$ cat src/rtl/vpc_cfg_pkg.sv
package vpc_cfg_pkg;
  localparam int unsigned DW        = 8;
  localparam int unsigned NUM_REGS  = 16;
  localparam int unsigned SUB_FIRST = 1;
  localparam logic [DW-1:0] DEV_WR_ADDR = 8'hDC;

  typedef logic [DW-1:0] byte_t;

  typedef enum logic [2:0] {
    ST_IDLE, ST_ADDR, ST_ADDR_ACK, ST_SUB, ST_SUB_ACK, ST_DATA, ST_DATA_ACK, ST_HOLD
  } wr_state_e;

  // idx = subaddress - SUB_FIRST
  function automatic byte_t reg_default(input int unsigned idx);
    case (idx)
      0, 1, 2, 3, 4, 9, 10, 11: return 8'h80;
      5:  return 8'h01;
      6:  return 8'h09;
      7:  return 8'h04;
      8:  return 8'h10;
      12: return 8'h08;
      default: return 8'h00;
    endcase
  endfunction

  function automatic byte_t reg_keep(input int unsigned idx);
    case (idx)
      0, 2, 3, 4: return 8'hFE;
      5:  return 8'h03;
      6:  return 8'h0F;
      8:  return 8'hD7;
      default: return 8'hFF;
    endcase
  endfunction

  function automatic logic is_level(input int unsigned idx);
    return (idx == 0) || (idx == 2) || (idx == 3) || (idx == 4);
  endfunction

  function automatic byte_t sanitize(input int unsigned idx, input byte_t d);
    byte_t v;
    v = d & reg_keep(idx);
    if (is_level(idx)) begin
      if (v[7:1] == 7'h00)      v = 8'h02;
      else if (v[7:1] == 7'h7F) v = 8'hFC;
    end
    return v;
  endfunction
endpackage

$ cat src/rtl/vpc_i2c_sync.sv
module vpc_i2c_sync #(
  parameter int unsigned STAGES = 2
) (
  input  logic clk_i,
  input  logic rst_ni,
  input  logic scl_i,
  input  logic sda_i,
  output logic scl_o,
  output logic sda_o,
  output logic scl_rise_o,
  output logic scl_fall_o,
  output logic start_o,
  output logic stop_o
);
  logic [STAGES-1:0] scl_q, sda_q;
  logic scl_d, sda_d;

  always_ff @(posedge clk_i or negedge rst_ni) begin
    if (!rst_ni) begin
      scl_q <= '1;
      sda_q <= '1;
      scl_d <= 1'b1;
      sda_d <= 1'b1;
    end else begin
      scl_q <= {scl_q[STAGES-2:0], scl_i};
      sda_q <= {sda_q[STAGES-2:0], sda_i};
      scl_d <= scl_q[STAGES-1];
      sda_d <= sda_q[STAGES-1];
    end
  end

  assign scl_o      = scl_q[STAGES-1];
  assign sda_o      = sda_q[STAGES-1];
  assign scl_rise_o = scl_o & ~scl_d;
  assign scl_fall_o = ~scl_o & scl_d;
  // SDA edge with SCL high on both samples
  assign start_o    = scl_d & scl_o & sda_d & ~sda_o;
  assign stop_o     = scl_d & scl_o & ~sda_d & sda_o;
endmodule

$ cat src/rtl/vpc_i2c_wr_fsm.sv
module vpc_i2c_wr_fsm
  import vpc_cfg_pkg::*;
#(
  parameter byte_t DEV_ADDR = DEV_WR_ADDR
) (
  input  logic  clk_i,
  input  logic  rst_ni,
  input  logic  sda_i,
  input  logic  scl_rise_i,
  input  logic  scl_fall_i,
  input  logic  start_i,
  input  logic  stop_i,
  output logic  sda_oe_o,
  output logic  wr_o,
  output byte_t wr_addr_o,
  output byte_t wr_data_o
);
  localparam int unsigned CNT_W = $clog2(DW + 1);

  wr_state_e        state;
  byte_t            shreg;
  logic [CNT_W-1:0] bit_cnt;
  logic             byte_done;

  assign byte_done = scl_fall_i && (bit_cnt == CNT_W'(DW));

  always_ff @(posedge clk_i or negedge rst_ni) begin
    if (!rst_ni) begin
      state     <= ST_IDLE;
      shreg     <= '0;
      bit_cnt   <= '0;
      sda_oe_o  <= 1'b0;
      wr_o      <= 1'b0;
      wr_addr_o <= '0;
      wr_data_o <= '0;
    end else begin
      wr_o <= 1'b0;
      if (start_i) begin
        state    <= ST_ADDR;
        bit_cnt  <= '0;
        sda_oe_o <= 1'b0;
      end else if (stop_i) begin
        state    <= ST_IDLE;
        sda_oe_o <= 1'b0;
      end else begin
        case (state)
          ST_ADDR, ST_SUB, ST_DATA: begin
            if (scl_rise_i) begin
              shreg   <= {shreg[DW-2:0], sda_i};
              bit_cnt <= bit_cnt + 1'b1;
            end
            if (byte_done) begin
              case (state)
                ST_ADDR: begin
                  if (shreg == DEV_ADDR) begin
                    state    <= ST_ADDR_ACK;
                    sda_oe_o <= 1'b1;
                  end else begin
                    state <= ST_HOLD;
                  end
                end
                ST_SUB: begin
                  wr_addr_o <= shreg;
                  state     <= ST_SUB_ACK;
                  sda_oe_o  <= 1'b1;
                end
                default: begin
                  // commit at the data ACK
                  wr_data_o <= shreg;
                  wr_o      <= 1'b1;
                  state     <= ST_DATA_ACK;
                  sda_oe_o  <= 1'b1;
                end
              endcase
            end
          end
          ST_ADDR_ACK, ST_SUB_ACK, ST_DATA_ACK: begin
            if (scl_fall_i) begin
              sda_oe_o <= 1'b0;
              bit_cnt  <= '0;
              state    <= (state == ST_ADDR_ACK) ? ST_SUB :
                          (state == ST_SUB_ACK)  ? ST_DATA : ST_HOLD;
            end
          end
          ST_IDLE, ST_HOLD: ;
          default: state <= ST_IDLE;
        endcase
      end
    end
  end
endmodule

$ cat src/rtl/vpc_cfg_regfile.sv
module vpc_cfg_regfile
  import vpc_cfg_pkg::*;
#(
  parameter int unsigned N    = NUM_REGS,
  parameter int unsigned BASE = SUB_FIRST
) (
  input  logic              clk_i,
  input  logic              rst_ni,
  input  logic              wr_i,
  input  byte_t             wr_addr_i,
  input  byte_t             wr_data_i,
  output logic [N-1:0][7:0] regs_o,
  output logic              commit_o
);
  localparam int unsigned LAST = BASE + N - 1;

  byte_t store [N];
  logic  hit;

  assign hit = wr_i && (32'(wr_addr_i) >= BASE) && (32'(wr_addr_i) <= LAST);

  for (genvar g = 0; g < N; g++) begin : g_reg
    always_ff @(posedge clk_i or negedge rst_ni) begin
      if (!rst_ni)
        store[g] <= reg_default(g);
      else if (wr_i && (wr_addr_i == DW'(BASE + g)))
        store[g] <= sanitize(g, wr_data_i);
    end
  end

  always_comb begin
    for (int i = 0; i < N; i++) regs_o[i] = store[i];
  end

  always_ff @(posedge clk_i or negedge rst_ni) begin
    if (!rst_ni) commit_o <= 1'b0;
    else         commit_o <= hit;
  end
endmodule

$ cat src/rtl/vpc_cfg_i2c.sv
module vpc_cfg_i2c
  import vpc_cfg_pkg::*;
(
  input  logic            clk_i,
  input  logic            rst_ni,
  input  logic            scl_i,
  input  logic            sda_i,
  output logic            sda_oe_o,
  output logic            commit_o,
  output logic [6:0]      contrast_o,
  output logic [7:0]      bright_o,
  output logic [2:0][6:0] gain_o,
  output logic [1:0]      bright_range_o,
  output logic [3:0]      osd_level_o,
  output logic            oclamp_sel_o,
  output logic [1:0]      trig_src_o,
  output logic [1:0]      clamp_width_o,
  output logic            trig_edge_o,
  output logic [2:0]      factory_test_o,
  output logic            blk_invert_o,
  output logic            sw_blank_o,
  output logic            ac_mode_o,
  output logic            amp_blank_en_o,
  output logic            amp_standby_o,
  output logic [2:0][7:0] cutoff_o,
  output logic [3:0][7:0] aux_o
);
  localparam int unsigned N_CH      = 3;
  localparam int unsigned N_AUX     = 4;
  localparam int unsigned IX_CRST   = 0;
  localparam int unsigned IX_BRIG   = 1;
  localparam int unsigned IX_GAIN   = 2;
  localparam int unsigned IX_RANGE  = IX_GAIN + N_CH;
  localparam int unsigned IX_OSD    = IX_RANGE + 1;
  localparam int unsigned IX_CLAMP  = IX_OSD + 1;
  localparam int unsigned IX_MODE   = IX_CLAMP + 1;
  localparam int unsigned IX_CUT    = IX_MODE + 1;
  localparam int unsigned IX_AUX    = IX_CUT + N_CH;

  logic scl_s, sda_s, scl_rise, scl_fall, start_det, stop_det;
  logic wr;
  byte_t wr_addr, wr_data;
  logic [NUM_REGS-1:0][7:0] regs;

  vpc_i2c_sync #(.STAGES(2)) i_sync (
    .clk_i, .rst_ni, .scl_i, .sda_i,
    .scl_o(scl_s), .sda_o(sda_s), .scl_rise_o(scl_rise), .scl_fall_o(scl_fall),
    .start_o(start_det), .stop_o(stop_det)
  );

  vpc_i2c_wr_fsm #(.DEV_ADDR(DEV_WR_ADDR)) i_fsm (
    .clk_i, .rst_ni, .sda_i(sda_s), .scl_rise_i(scl_rise), .scl_fall_i(scl_fall),
    .start_i(start_det), .stop_i(stop_det), .sda_oe_o,
    .wr_o(wr), .wr_addr_o(wr_addr), .wr_data_o(wr_data)
  );

  vpc_cfg_regfile #(.N(NUM_REGS), .BASE(SUB_FIRST)) i_regs (
    .clk_i, .rst_ni, .wr_i(wr), .wr_addr_i(wr_addr), .wr_data_i(wr_data),
    .regs_o(regs), .commit_o
  );

  assign contrast_o     = regs[IX_CRST][7:1];
  assign bright_o       = regs[IX_BRIG];
  assign bright_range_o = regs[IX_RANGE][1:0];
  assign osd_level_o    = regs[IX_OSD][3:0];
  assign oclamp_sel_o   = regs[IX_CLAMP][7];
  assign trig_src_o     = {regs[IX_CLAMP][4], regs[IX_CLAMP][0]};
  assign clamp_width_o  = regs[IX_CLAMP][3:2];
  assign trig_edge_o    = regs[IX_CLAMP][1];
  assign factory_test_o = {regs[IX_CLAMP][6:5], regs[IX_MODE][4]};
  assign blk_invert_o   = regs[IX_MODE][0];
  assign sw_blank_o     = regs[IX_MODE][1];
  assign ac_mode_o      = regs[IX_MODE][2];
  assign amp_blank_en_o = regs[IX_MODE][6];
  assign amp_standby_o  = regs[IX_MODE][7];

  for (genvar k = 0; k < N_CH; k++) begin : g_ch
    assign gain_o[k]   = regs[IX_GAIN + k][7:1];
    assign cutoff_o[k] = regs[IX_CUT + k];
  end

  for (genvar k = 0; k < N_AUX; k++) begin : g_aux
    assign aux_o[k] = regs[IX_AUX + k];
  end

  // reserved storage, always zero
  logic unused_bits;
  assign unused_bits = ^{regs[IX_CRST][0], regs[IX_GAIN][0], regs[IX_GAIN+1][0],
                         regs[IX_GAIN+2][0], regs[IX_RANGE][7:2], regs[IX_OSD][7:4],
                         regs[IX_MODE][5], regs[IX_MODE][3]};
endmodule

$ cat config.mk
export PLATFORM = sky130hd
export DESIGN_NAME = vpc_cfg_i2c
export DESIGN_NICKNAME = d
export VERILOG_FILES = /design/src/rtl/vpc_cfg_pkg.sv /design/src/rtl/vpc_i2c_sync.sv /design/src/rtl/vpc_i2c_wr_fsm.sv /design/src/rtl/vpc_cfg_regfile.sv /design/src/rtl/vpc_cfg_i2c.sv
export SDC_FILE = /design/constraint.sdc
export NUM_CORES = 1
export LEC_CHECK = 0
export BUFFER_PORTS_ARGS = -buffer_cell sky130_fd_sc_hd__buf_4
export CAP_MARGIN = 5
export CORE_ASPECT_RATIO = 0.8
export CORE_MARGIN = 3
export CORE_UTILIZATION = 59
export CTS_BUF_LIST = sky130_fd_sc_hd__clkbuf_16
export DETAILED_ROUTE_END_ITERATION = 8
export PLACE_DENSITY = 0.84
export SETUP_SLACK_MARGIN = 0.05
export SLEW_MARGIN = 5
export SYNTH_ARGS = -nofsm -noshare
export SYNTH_HDL_FRONTEND = slang
export SYNTH_SLANG_ARGS = --single-unit
$ cat constraint.sdc
create_clock -name clk_i -period 3.05 [get_ports clk_i]
set_input_delay 0.305 -clock clk_i [delete_from_list [all_inputs] [get_ports clk_i]]
set_output_delay 0.305 -clock clk_i [all_outputs]
set_load 0.02 [all_outputs]
==> impl_metrics.env, run 1 <==
export IMPL_detail_route_wirelength_um=13900
export IMPL_cp_cell_sequence="nor4b_4, or4b_1, nor2_8, mux2_4"
export IMPL_io_buffers=117
export IMPL_grt_pass1_wl_um=22800
export IMPL_placement_cell_area_mm2=0.00711
export IMPL_timing_reg2reg_worst_path_depth=4
export IMPL_htree_num_levels=4
export IMPL_dp_hpwl_um=9390
export IMPL_std_cell_rows=32
export IMPL_hold_path_end="i_sync.sda_q[1]"
export IMPL_min_delay_path_depth=0
export IMPL_synth_main_ff_cell="sky130_fd_sc_hd__dfrtp_1"
export IMPL_fmaxAchievable_mhz=427
export IMPL_cp_buffers_inverters=0
export IMPL_routed_vias_inst=5.64
export IMPL_drt_first_pass_iters=4
export IMPL_hp_class="flip-flop to flip-flop"
export IMPL_max_slew_margin_rel_pct=47.1
export IMPL_synthCells=388
export IMPL_ff2ff_setup_slack_ns=0.71
export IMPL_antenna_diode_count=0
export IMPL_final_max_slew_violation_count=0
export IMPL_syn_nets=394
export IMPL_asyncSetResetFlopFracSynth_pct=100
export IMPL_wl_per_cell_um=20.8
export IMPL_grt_ovfl_total=0
export IMPL_endpoint_arrival_time_on_the_critical_path_ns=2.64
export IMPL_place_gp_congestion=0.797
export IMPL_register_bit_total_from_synthesis=152
export IMPL_vias=3772
export IMPL_clockBufferDepth=2
export IMPL_cp_data_required_time_ns=3.35
export IMPL_clk_pin_slew_worst_paths_ns=0.06
export IMPL_initialDrtViolationCount=220
export IMPL_placed_cell_count=634
export IMPL_max_cap_violations=0
export IMPL_final_cell_count_without_fillers=669
export IMPL_synthDistinctLibCells=44
export IMPL_clkLatencyLatePin_ns=0.41
export IMPL_setup_repair_after_global_routing_missed_its_margin="no"
export IMPL_die_x_um=119
export IMPL_area_enclosed_by_the_die_boundary_mm2=0.0116
export IMPL_remaining_drc_errors=0
export IMPL_fin_crit_sh_pct=76.8
export IMPL_period_minus_slack_ns=2.34
export IMPL_area_sequential_mm2=0.00383
export IMPL_floorplan_initialDensity_pct=61.6
export IMPL_tritoncts_clock_tree="done"
export IMPL_finish_stage_setup_viols=0
export IMPL_setup_tns_final_ns=0
export IMPL_cts_buffers=17
export IMPL_multi_input_area_mm2=0.00216
export IMPL_syn_to_final_growth_pct=27.7
export IMPL_synth_yosys_seq_area_share_pct=63.1
export IMPL_timing_worst_setup_path_type="flip-flop to flip-flop"
export IMPL_total_leakage_power_nw=4.03
export IMPL_netlist_area_mm2=0.00607
export IMPL_critical_path_endpoint_type="flip-flop"
export IMPL_crit_path_max_fanout=8
export IMPL_layout_filler_cells=584
export IMPL_synth_edf_count=0
export IMPL_crit_path_start_kind="flip-flop"
export IMPL_worstMarginPinSlew_ns=0.794
export IMPL_worstReg2RegEnd="i_regs.regs_o[61]"
export IMPL_worstReg2RegStart="i_fsm.wr_addr_o[5]"
export IMPL_worst_hold_startpoint="i_sync.sda_q[0]"
export IMPL_io_pin_count=118
export IMPL_synthesis_yosys_warnings=0
export IMPL_critical_path_max_stage_delay_ns=0.77
export IMPL_grt_antenna_before_repair=0
export IMPL_clk_root_buffer_cell="sky130_fd_sc_hd__clkbuf_16"
export IMPL_fin_nets=526
export IMPL_die_height_um=96.7
export IMPL_outcome="finished, final reports clean"
export IMPL_syn_mean_instance_area_um2=15.6
export IMPL_worst_path_dominant_cell_family="simple AND/OR/NAND/NOR gates"
export IMPL_first_global_vias=4089
export IMPL_cts_sinks=152
export IMPL_drive_above_1_share_pct=60.6
export IMPL_final_antenna_net_count=0
export IMPL_power_per_cell_area_mw_per_mm2=592
export IMPL_fin_skew_ns=0.00763
export IMPL_vdd_drop_max_v=0.000407
export IMPL_core_mm2=0.00985
export IMPL_final_cell_area_mm2=0.00775
export IMPL_maximum_number_of_pins_on_one_net_before_global_route_repair=62
export IMPL_grt_usage_pct=25.7
export IMPL_hold_violations=0
export IMPL_library_cell_contributing_the_largest_single_delay_on_the_critical_path="sky130_fd_sc_hd__or4b_1"
[what timing repair did]
action                                 in CTS  in global routing
resized for setup                           0                  0
buffers inserted                            0                  0
hold buffers                                3                  0
endpoints found under the hold margin      51                  0
[worst max-delay path by stage]
stage / startpoint / endpoint / slack, ns / cells past startpoint
2_1_floorplan: i_fsm.wr_addr_o[5] / i_regs.regs_o[56] / 1.05 / 5
3_3_place_gp: i_fsm.wr_addr_o[5] / i_regs.regs_o[59] / 0.79 / 4
3_5_place_dp: i_fsm.wr_addr_o[5] / i_regs.regs_o[61] / 0.73 / 4
4_1_cts: i_fsm.wr_addr_o[5] / i_regs.regs_o[61] / 0.71 / 4
5_1_grt: i_fsm.wr_addr_o[5] / i_regs.regs_o[12] / 0.62 / 4
6_report: i_fsm.wr_addr_o[5] / i_regs.regs_o[61] / 0.71 / 4
[cell families after synthesis]
logic type	after synthesis	synth area share, %
flip-flops	152	63.1
multiplexers	136	25.7
AND/OR/NAND/NOR	57	6.97
buffers and inverters	20	1.38
AO/OA/AOI/OAI	19	2.16
XOR/XNOR	2	0.289
adder cells (fa/ha/maj)	2	0.412
[final cells by class]
type / instances / share of cell area (%)
clock buffer: 17 / 5.49
clock inverter: 15 / 2.39
tap: 136 / 2.19
inverter: 6 / 0.290
sequential: 152 / 49.4
multi-input combinational: 216 / 27.8
timing repair buffer: 127 / 12.4
[flip-flops by register name, indices dropped and copies added (netlist names), 2 cells and up]
register,cells
i_fsm.bit_cnt,4
i_regs.regs_o,112
i_fsm.wr_addr_o,8
i_fsm.state,3
i_fsm.wr_data_o,8
i_fsm.shreg,8
i_sync.scl_q,2
i_sync.sda_q,2
[where the power goes]
group          internal, mW  switching, mW
clock network          1.36          0.810
logic                 0.106          0.105
registers              2.10          0.110
[cell usage in the layout (no fill, tap or decap), types with 5 or more instances in the layout]
cell / synthesis / routed
sky130_fd_sc_hd__buf_4: 0 / 123
sky130_fd_sc_hd__nand2_1: 8 / 8
sky130_fd_sc_hd__dfstp_2: 20 / 20
sky130_fd_sc_hd__nor2_1: 5 / 5
sky130_fd_sc_hd__mux2_4: 8 / 8
sky130_fd_sc_hd__mux2_2: 128 / 128
sky130_fd_sc_hd__clkbuf_16: 0 / 17
sky130_fd_sc_hd__dfrtp_1: 132 / 132
sky130_fd_sc_hd__o21ai_0: 6 / 6
sky130_fd_sc_hd__inv_1: 6 / 8
sky130_fd_sc_hd__nand3_1: 6 / 6
[cell usage after synthesis, types with 2 or more instances]
master	number	area, um^2
sky130_fd_sc_hd__nor3_1	2	10.0
sky130_fd_sc_hd__a32o_1	2	20.0
sky130_fd_sc_hd__nand2b_1	4	25.0
sky130_fd_sc_hd__nor3b_1	2	15.0
sky130_fd_sc_hd__o21ai_0	6	30.0
sky130_fd_sc_hd__clkbuf_1	12	45.0
sky130_fd_sc_hd__mux2_4	8	120
sky130_fd_sc_hd__ha_1	2	25.0
sky130_fd_sc_hd__mux2_2	128	1440
sky130_fd_sc_hd__a22o_1	2	17.5
sky130_fd_sc_hd__nand3_1	6	30.0
sky130_fd_sc_hd__dfstp_2	20	526
sky130_fd_sc_hd__dfrtp_1	132	3300
sky130_fd_sc_hd__nor2_1	5	18.8
sky130_fd_sc_hd__nor2b_1	2	12.5
sky130_fd_sc_hd__nand3b_1	3	22.5
sky130_fd_sc_hd__nor3_2	2	20.0
sky130_fd_sc_hd__or3_1	2	12.5
sky130_fd_sc_hd__nor2_2	4	25.0
sky130_fd_sc_hd__nand4bb_1	2	22.5
sky130_fd_sc_hd__inv_1	6	22.5
sky130_fd_sc_hd__nand4b_1	2	17.5
sky130_fd_sc_hd__nor2_8	3	60.1
sky130_fd_sc_hd__a21oi_1	4	20.0
sky130_fd_sc_hd__nand2_1	8	30.0
[metrics by stage]
stage               power [mW]  utilization [%]  setup WS, ns  hold slack [ns]
finish                    4.59             78.7         0.708            0.362
global route              4.74             78.7         0.623            0.365
CTS                       4.61             78.7         0.710            0.360
detailed placement        2.45             72.2         0.726            0.308
global placement          2.43             72.2         0.788            0.300
floorplan                 2.34                -          1.05          0.00941
[metal layers]
layer  share of wire [%]  track usage, %  vias to the layer above
met5                   0               0                        -
li1                    -               -                     1664
met4                 1.1            9.07                        0
met3                 8.6            8.65                       16
met1                  43            34.1                     1933
met2                  48            40.1                      159
No activity file was read; power rests on OpenSTA's default activity.
==> run 2: changes to the inputs <==
- CORE_UTILIZATION: 59 -> 49
- PLACE_DENSITY: 0.84 -> 0.75
- clock period: 3.05 -> 2 ns (I/O delays scaled with it)
==> impl_metrics.env, run 2 (synthesis results as in run 1) <==
export IMPL_outcome="finished, violations left"
export IMPL_failed_checks="negative setup slack"
export IMPL_finish_stage_setup_viols=1
export IMPL_endpoint_arrival_time_on_the_critical_path_ns=2.30
export IMPL_hold_violations=0
export IMPL_worstReg2RegStart="i_fsm.wr_addr_o[5]"
export IMPL_grt_pass1_wl_um=22300
export IMPL_drive_above_1_share_pct=64.4
export IMPL_setup_worst_path_start="i_fsm.wr_addr_o[5]"
export IMPL_max_slew_margin_rel_pct=53.5
export IMPL_worst_slack_ns=-0.00323
export IMPL_crit_path_max_fanout=8
export IMPL_place_gp_congestion=0.791
export IMPL_largest_reg_flops=112
export IMPL_setup_repair_after_global_routing_missed_its_margin="yes"
export IMPL_pre_cts_ws_ns=-0.0169
export IMPL_final_antenna_net_count=0
export IMPL_first_global_vias=4018
export IMPL_clk_root_buffer_cell="sky130_fd_sc_hd__clkbuf_16"
export IMPL_crit_path_start_kind="flip-flop"
export IMPL_final_cell_count_without_fillers=707
export IMPL_fin_nets=552
export IMPL_antenna_diode_count=0
export IMPL_placed_cell_count=665
export IMPL_core_mm2=0.0118
export IMPL_clkLatencyLatePin_ns=0.41
export IMPL_timing_worst_setup_path_type="flip-flop to flip-flop"
export IMPL_cts_buffers=17
export IMPL_routed_vias_inst=5.38
export IMPL_io_pin_count=118
export IMPL_detail_route_wirelength_um=14300
export IMPL_die_height_um=106
export IMPL_final_common_cell="sky130_fd_sc_hd__buf_4"
export IMPL_htree_num_levels=4
export IMPL_total_leakage_power_nw=4.24
export IMPL_grt_antenna_before_repair=0
export IMPL_clockBufferDepth=2
export IMPL_dp_hpwl_um=9460
export IMPL_library_cell_contributing_the_largest_single_delay_on_the_critical_path="sky130_fd_sc_hd__or4b_4"
export IMPL_setup_tns_final_ns=-0.00323
export IMPL_die_x_um=130
export IMPL_final_hold_worst_slack_ns=0.327
export IMPL_period_minus_slack_ns=2.00
export IMPL_hp_class="primary input to async pin"
export IMPL_remaining_drc_errors=0
export IMPL_vias=3803
export IMPL_io_buffers=117
export IMPL_post_layout_utilization_of_the_core_pct=70.1
export IMPL_critical_path_max_stage_delay_ns=0.50
export IMPL_critical_path_endpoint_type="flip-flop"
export IMPL_tritoncts_clock_tree="done"
export IMPL_fin_total_pwr_mw=7.18
export IMPL_max_cap_violations=0
export IMPL_fin_skew_ns=0.00615
export IMPL_worstMarginPinSlew_ns=0.697
export IMPL_final_cell_area_mm2=0.00829
export IMPL_cts_sinks=152
export IMPL_cp_cell_sequence="nor4b_4, or4b_4, buf_8, nor2_8, mux2_4"
export IMPL_final_cell_mix="138 x sky130_fd_sc_hd__buf_4, 132 x sky130_fd_sc_hd__dfrtp_1, 95 x sky130_fd_sc_hd__mux2_2, 41 x sky130_fd_sc_hd__mux2_4, 20 x sky130_fd_sc_hd__dfstp_2"
export IMPL_std_cell_rows=35
export IMPL_placement_cell_area_mm2=0.00735
export IMPL_cp_data_required_time_ns=2.29
export IMPL_clk_pin_slew_worst_paths_ns=0.06
export IMPL_fin_crit_sh_pct=100
export IMPL_grt_ovfl_total=0
export IMPL_initialDrtViolationCount=182
export IMPL_area_enclosed_by_the_die_boundary_mm2=0.0138
export IMPL_wl_per_cell_um=20.3
export IMPL_syn_to_final_growth_pct=36.6
export IMPL_fmaxAchievable_mhz=499
export IMPL_maximum_number_of_pins_on_one_net_before_global_route_repair=59
export IMPL_floorplan_initialDensity_pct=51.3
export IMPL_vdd_drop_max_v=0.000607
export IMPL_drt_first_pass_iters=4
export IMPL_final_max_slew_violation_count=0
export IMPL_grt_usage_pct=21.3
export IMPL_power_per_cell_area_mw_per_mm2=865
[run 2: cell count changes in the layout (fill, tap and decap cells not counted), moves of 2 or more]
cell                        before  now
sky130_fd_sc_hd__buf_12          0    5
sky130_fd_sc_hd__buf_4         123  138
sky130_fd_sc_hd__buf_6           1    6
sky130_fd_sc_hd__clkinv_1        2    0
sky130_fd_sc_hd__clkinv_2        2    4
sky130_fd_sc_hd__inv_1           8    6
sky130_fd_sc_hd__inv_2           0    2
sky130_fd_sc_hd__mux2_2        128   95
sky130_fd_sc_hd__mux2_4          8   41
sky130_fd_sc_hd__nand4bb_1       2    0
sky130_fd_sc_hd__nand4bb_4       0    2
sky130_fd_sc_hd__nor2_2          4    2
sky130_fd_sc_hd__nor2_4          0    2
[run 2: power by group]
| group | total (mW) | leakage (nW) | switching (mW) | internal [mW] |
|---|---|---|---|---|
| Combinational | 0.405 | 1.90 | 0.184 | 0.220 |
| Clock | 3.41 | 0.315 | 1.21 | 2.20 |
| Sequential | 3.36 | 2.03 | 0.162 | 3.20 |
[run 2: layout make-up]
class | count | area, um^2
clock buffers | 17 | 425
well taps | 148 | 185
repair buffers | 153 | 1250
inverters | 6 | 22.5
flip-flops and latches | 152 | 3830
clock inverters | 15 | 210
multi-input cells | 216 | 2370
fillers | 759 | 3530
[run 2: worst max-delay path: cells and delay by family (launching register included)]
| family | cells | cell delay, ns |
|---|---|---|
| buffers and inverters | 1 | 0.16 |
| AND/OR/NAND/NOR | 3 | 0.99 |
| multiplexers | 1 | 0.33 |
| flip-flops | 1 | 0.40 |
[run 2: repair_timing]
item | in CTS | in global routing
hold endpoints to repair | 54 | 0
gates cloned | 1 | 0
endpoints found under the setup margin | 43 | 92
pin swaps | 3 | 3
gates resized for setup | 21 | 35
setup buffers | 1 | 5
hold buffers | 3 | 0
[run 2: final timing paths]
kind,end,slack [ns],depth (start not counted)
min,i_regs.regs_o[110],0.33,2
max in group asynchronous,i_sync.scl_d,0.99,3
max,i_regs.regs_o[91],-0.003,5
min reg2reg,i_sync.sda_q[1],0.36,0
max reg2reg,i_regs.regs_o[91],-0.003,5
min in group clk_i,i_sync.sda_q[1],0.36,0
[run 2: routing by layer]
| layer | share of wire [%] | routed length, um | up-vias | track usage [%] |
|---|---|---|---|---|
| li1 | - | - | 1710 | - |
| met1 | 44 | 6240 | 1975 | 29.1 |
| met2 | 48 | 6850 | 103 | 32.2 |
| met3 | 7.3 | 1050 | 15 | 7.75 |
| met4 | 1.3 | 181 | 0 | 6.46 |
| met5 | 0 | 0 | - | 0 |
==> run 3: changes to the inputs <==
- TNS_END_PERCENT: default -> 50
==> impl_metrics.env, run 3 (synthesis results as in run 1) <==
export IMPL_clockBufferDepth=2
export IMPL_place_gp_congestion=0.811
export IMPL_detail_route_wirelength_um=14200
export IMPL_global_route_usage_met1_pct=29.7
export IMPL_fin_total_pwr_mw=7.06
export IMPL_first_global_vias=4115
export IMPL_clock_power_share_pct=47.0
export IMPL_combPwrFrac_pct=5.3
export IMPL_grt_met2_usage_pct=32.3
export IMPL_io_pin_count=118
export IMPL_endpoint_arrival_time_on_the_critical_path_ns=2.30
export IMPL_initialDrtViolationCount=250
export IMPL_timing_worst_setup_path_type="flip-flop to flip-flop"
export IMPL_io_buffers=117
export IMPL_final_common_cell="sky130_fd_sc_hd__buf_4"
export IMPL_cts_sinks=152
export IMPL_crit_path_start_kind="flip-flop"
export IMPL_p_int_mw=5.47
export IMPL_crit_path_max_fanout=8
export IMPL_antenna_diode_count=0
export IMPL_vdd_drop_max_v=0.000757
export IMPL_tritoncts_clock_tree="done"
export IMPL_fin_nets=546
export IMPL_fmaxAchievable_mhz=498
export IMPL_finish_stage_setup_viols=6
export IMPL_setup_repair_after_global_routing_missed_its_margin="yes"
export IMPL_core_mm2=0.0118
export IMPL_die_height_um=106
export IMPL_max_cap_violations=0
export IMPL_met3_usage_pct=8.05
export IMPL_dp_hpwl_um=9460
export IMPL_cp_cell_sequence="nor4b_4, or4b_1, buf_6, nor2_8, mux2_4"
export IMPL_cts_buffers=17
export IMPL_area_sequential_mm2=0.00383
export IMPL_outcome="finished, violations left"
export IMPL_drive_above_1_share_pct=63.3
export IMPL_remaining_drc_errors=0
export IMPL_library_cell_contributing_the_largest_single_delay_on_the_critical_path="sky130_fd_sc_hd__or4b_1"
export IMPL_worst_slack_ns=-0.00731
export IMPL_grt_ovfl_total=0
export IMPL_drt_first_pass_iters=4
export IMPL_clkLatencyLatePin_ns=0.42
export IMPL_vias=3833
export IMPL_maximum_number_of_pins_on_one_net_before_global_route_repair=52
export IMPL_grt_usage_pct=21.6
export IMPL_final_cell_area_mm2=0.00807
export IMPL_layout_filler_cells=809
export IMPL_top_usage_layer="met2"
export IMPL_worstReg2RegEnd="i_regs.regs_o[57]"
export IMPL_placement_cell_area_mm2=0.00730
export IMPL_wl_per_cell_um=20.3
export IMPL_timing_reg2reg_worst_path_depth=5
export IMPL_hp_class="primary input to async pin"
export IMPL_die_x_um=130
export IMPL_final_antenna_net_count=0
export IMPL_fin_skew_ns=0.00926
export IMPL_syn_to_final_growth_pct=32.9
export IMPL_period_minus_slack_ns=2.01
export IMPL_hold_violations=0
export IMPL_power_share_switching_pct=22.4
export IMPL_routed_vias_inst=5.47
export IMPL_grt_pass1_wl_um=22700
export IMPL_worstReg2RegStart="i_fsm.wr_addr_o[5]"
export IMPL_cp_data_required_time_ns=2.29
export IMPL_multi_input_area_mm2=0.00224
export IMPL_share_seq_of_total_power_pct=47.7
export IMPL_final_max_slew_violation_count=0
export IMPL_cp_buffers_inverters=1
export IMPL_std_cell_rows=35
export IMPL_worst_path_dominant_cell_family="simple AND/OR/NAND/NOR gates"
export IMPL_power_per_cell_area_mw_per_mm2=875
export IMPL_failed_checks="negative setup slack"
export IMPL_critical_path_max_stage_delay_ns=0.47
export IMPL_fin_crit_sh_pct=100
export IMPL_total_switching_power_mw=1.58
export IMPL_htree_num_levels=4
export IMPL_largest_reg_flops=112
export IMPL_area_enclosed_by_the_die_boundary_mm2=0.0138
export IMPL_total_leakage_power_nw=4.16
export IMPL_floorplan_initialDensity_pct=51.3
export IMPL_final_cell_mix="136 x sky130_fd_sc_hd__buf_4, 132 x sky130_fd_sc_hd__dfrtp_1, 123 x sky130_fd_sc_hd__mux2_2, 20 x sky130_fd_sc_hd__dfstp_2, 17 x sky130_fd_sc_hd__clkbuf_16"
export IMPL_clk_root_buffer_cell="sky130_fd_sc_hd__clkbuf_16"
export IMPL_grt_antenna_before_repair=1
export IMPL_worstMarginPinSlew_ns=0.677
export IMPL_critical_path_endpoint_type="flip-flop"
export IMPL_clk_pin_slew_worst_paths_ns=0.06
export IMPL_ff2ff_setup_slack_ns=-0.007
export IMPL_max_slew_margin_rel_pct=54.9
-- run 3: power groups by stage --
stage                     registers [mW]  logic (mW)  clock network, mW
after CTS                           3.36       0.365               3.36
final                               3.37       0.373               3.31
after global routing                3.39       0.418               3.51
after global placement              3.40       0.333                  0
after floorplan                     3.36       0.211                  0
after detailed placement            3.41       0.350                  0
-- run 3: per-stage QoR --
| stage | util, % | setup TNS (ns) | hold slack (ns) | instances | worst slack (ns) |
|---|---|---|---|---|---|
| floorplan | - | 0 | -0.0956 | 388 | 0.0204 |
| global placement | 61.7 | 0 | 0.143 | 661 | 0.0168 |
| detailed placement | 61.7 | -0.00281 | 0.143 | 661 | -0.00281 |
| CTS | 67.5 | 0 | 0.278 | 698 | 0.0111 |
| global route | 68.2 | -1.11 | 0.281 | 701 | -0.0613 |
| finish | 68.2 | -0.0181 | 0.262 | 701 | -0.00731 |
-- run 3: worst reg2reg max path: stages, from the launching register on --
cell and delay, ns:
sky130_fd_sc_hd__dfrtp_1 0.41, sky130_fd_sc_hd__nor4b_4 0.31, sky130_fd_sc_hd__or4b_1 0.47, sky130_fd_sc_hd__buf_6 0.17, sky130_fd_sc_hd__nor2_8 0.20, sky130_fd_sc_hd__mux2_4 0.33
-- run 3: worst max-delay path by stage --
stage | from | depth (start not counted) | to
CTS | i_fsm.wr_addr_o[6] | 5 | i_regs.regs_o[57]
global placement | i_fsm.wr_addr_o[6] | 5 | i_regs.regs_o[88]
detailed placement | i_fsm.wr_addr_o[6] | 5 | i_regs.regs_o[91]
finish | i_fsm.wr_addr_o[5] | 5 | i_regs.regs_o[57]
global route | i_fsm.bit_cnt[1] | 7 | i_fsm.wr_data_o[1]
floorplan | i_fsm.wr_addr_o[6] | 5 | i_regs.regs_o[56]
-- run 3: area by class of cell --
class,count,area share [%]
multi-input combinational,216,27.8
sequential,152,47.5
timing repair buffer,147,14.6
tap,148,2.30
clock inverter,15,2.31
clock buffer,17,5.27
inverter,6,0.279
-- run 3: layer usage --
layer  wire length [um]  vias up
met2               6510      137
met1               6460     1986
met3               1100       20
li1                   -     1688
met4                174        2
met5                 13        -
-- run 3: what timing repair did --
action | CTS | global route
gates resized for setup | 6 | 14
setup buffers | 1 | 3
gates cloned | 1 | 0
hold buffers | 3 | 0
pin swaps | 0 | 3
hold endpoints to repair | 41 | 0
setup endpoints to repair | 50 | 100
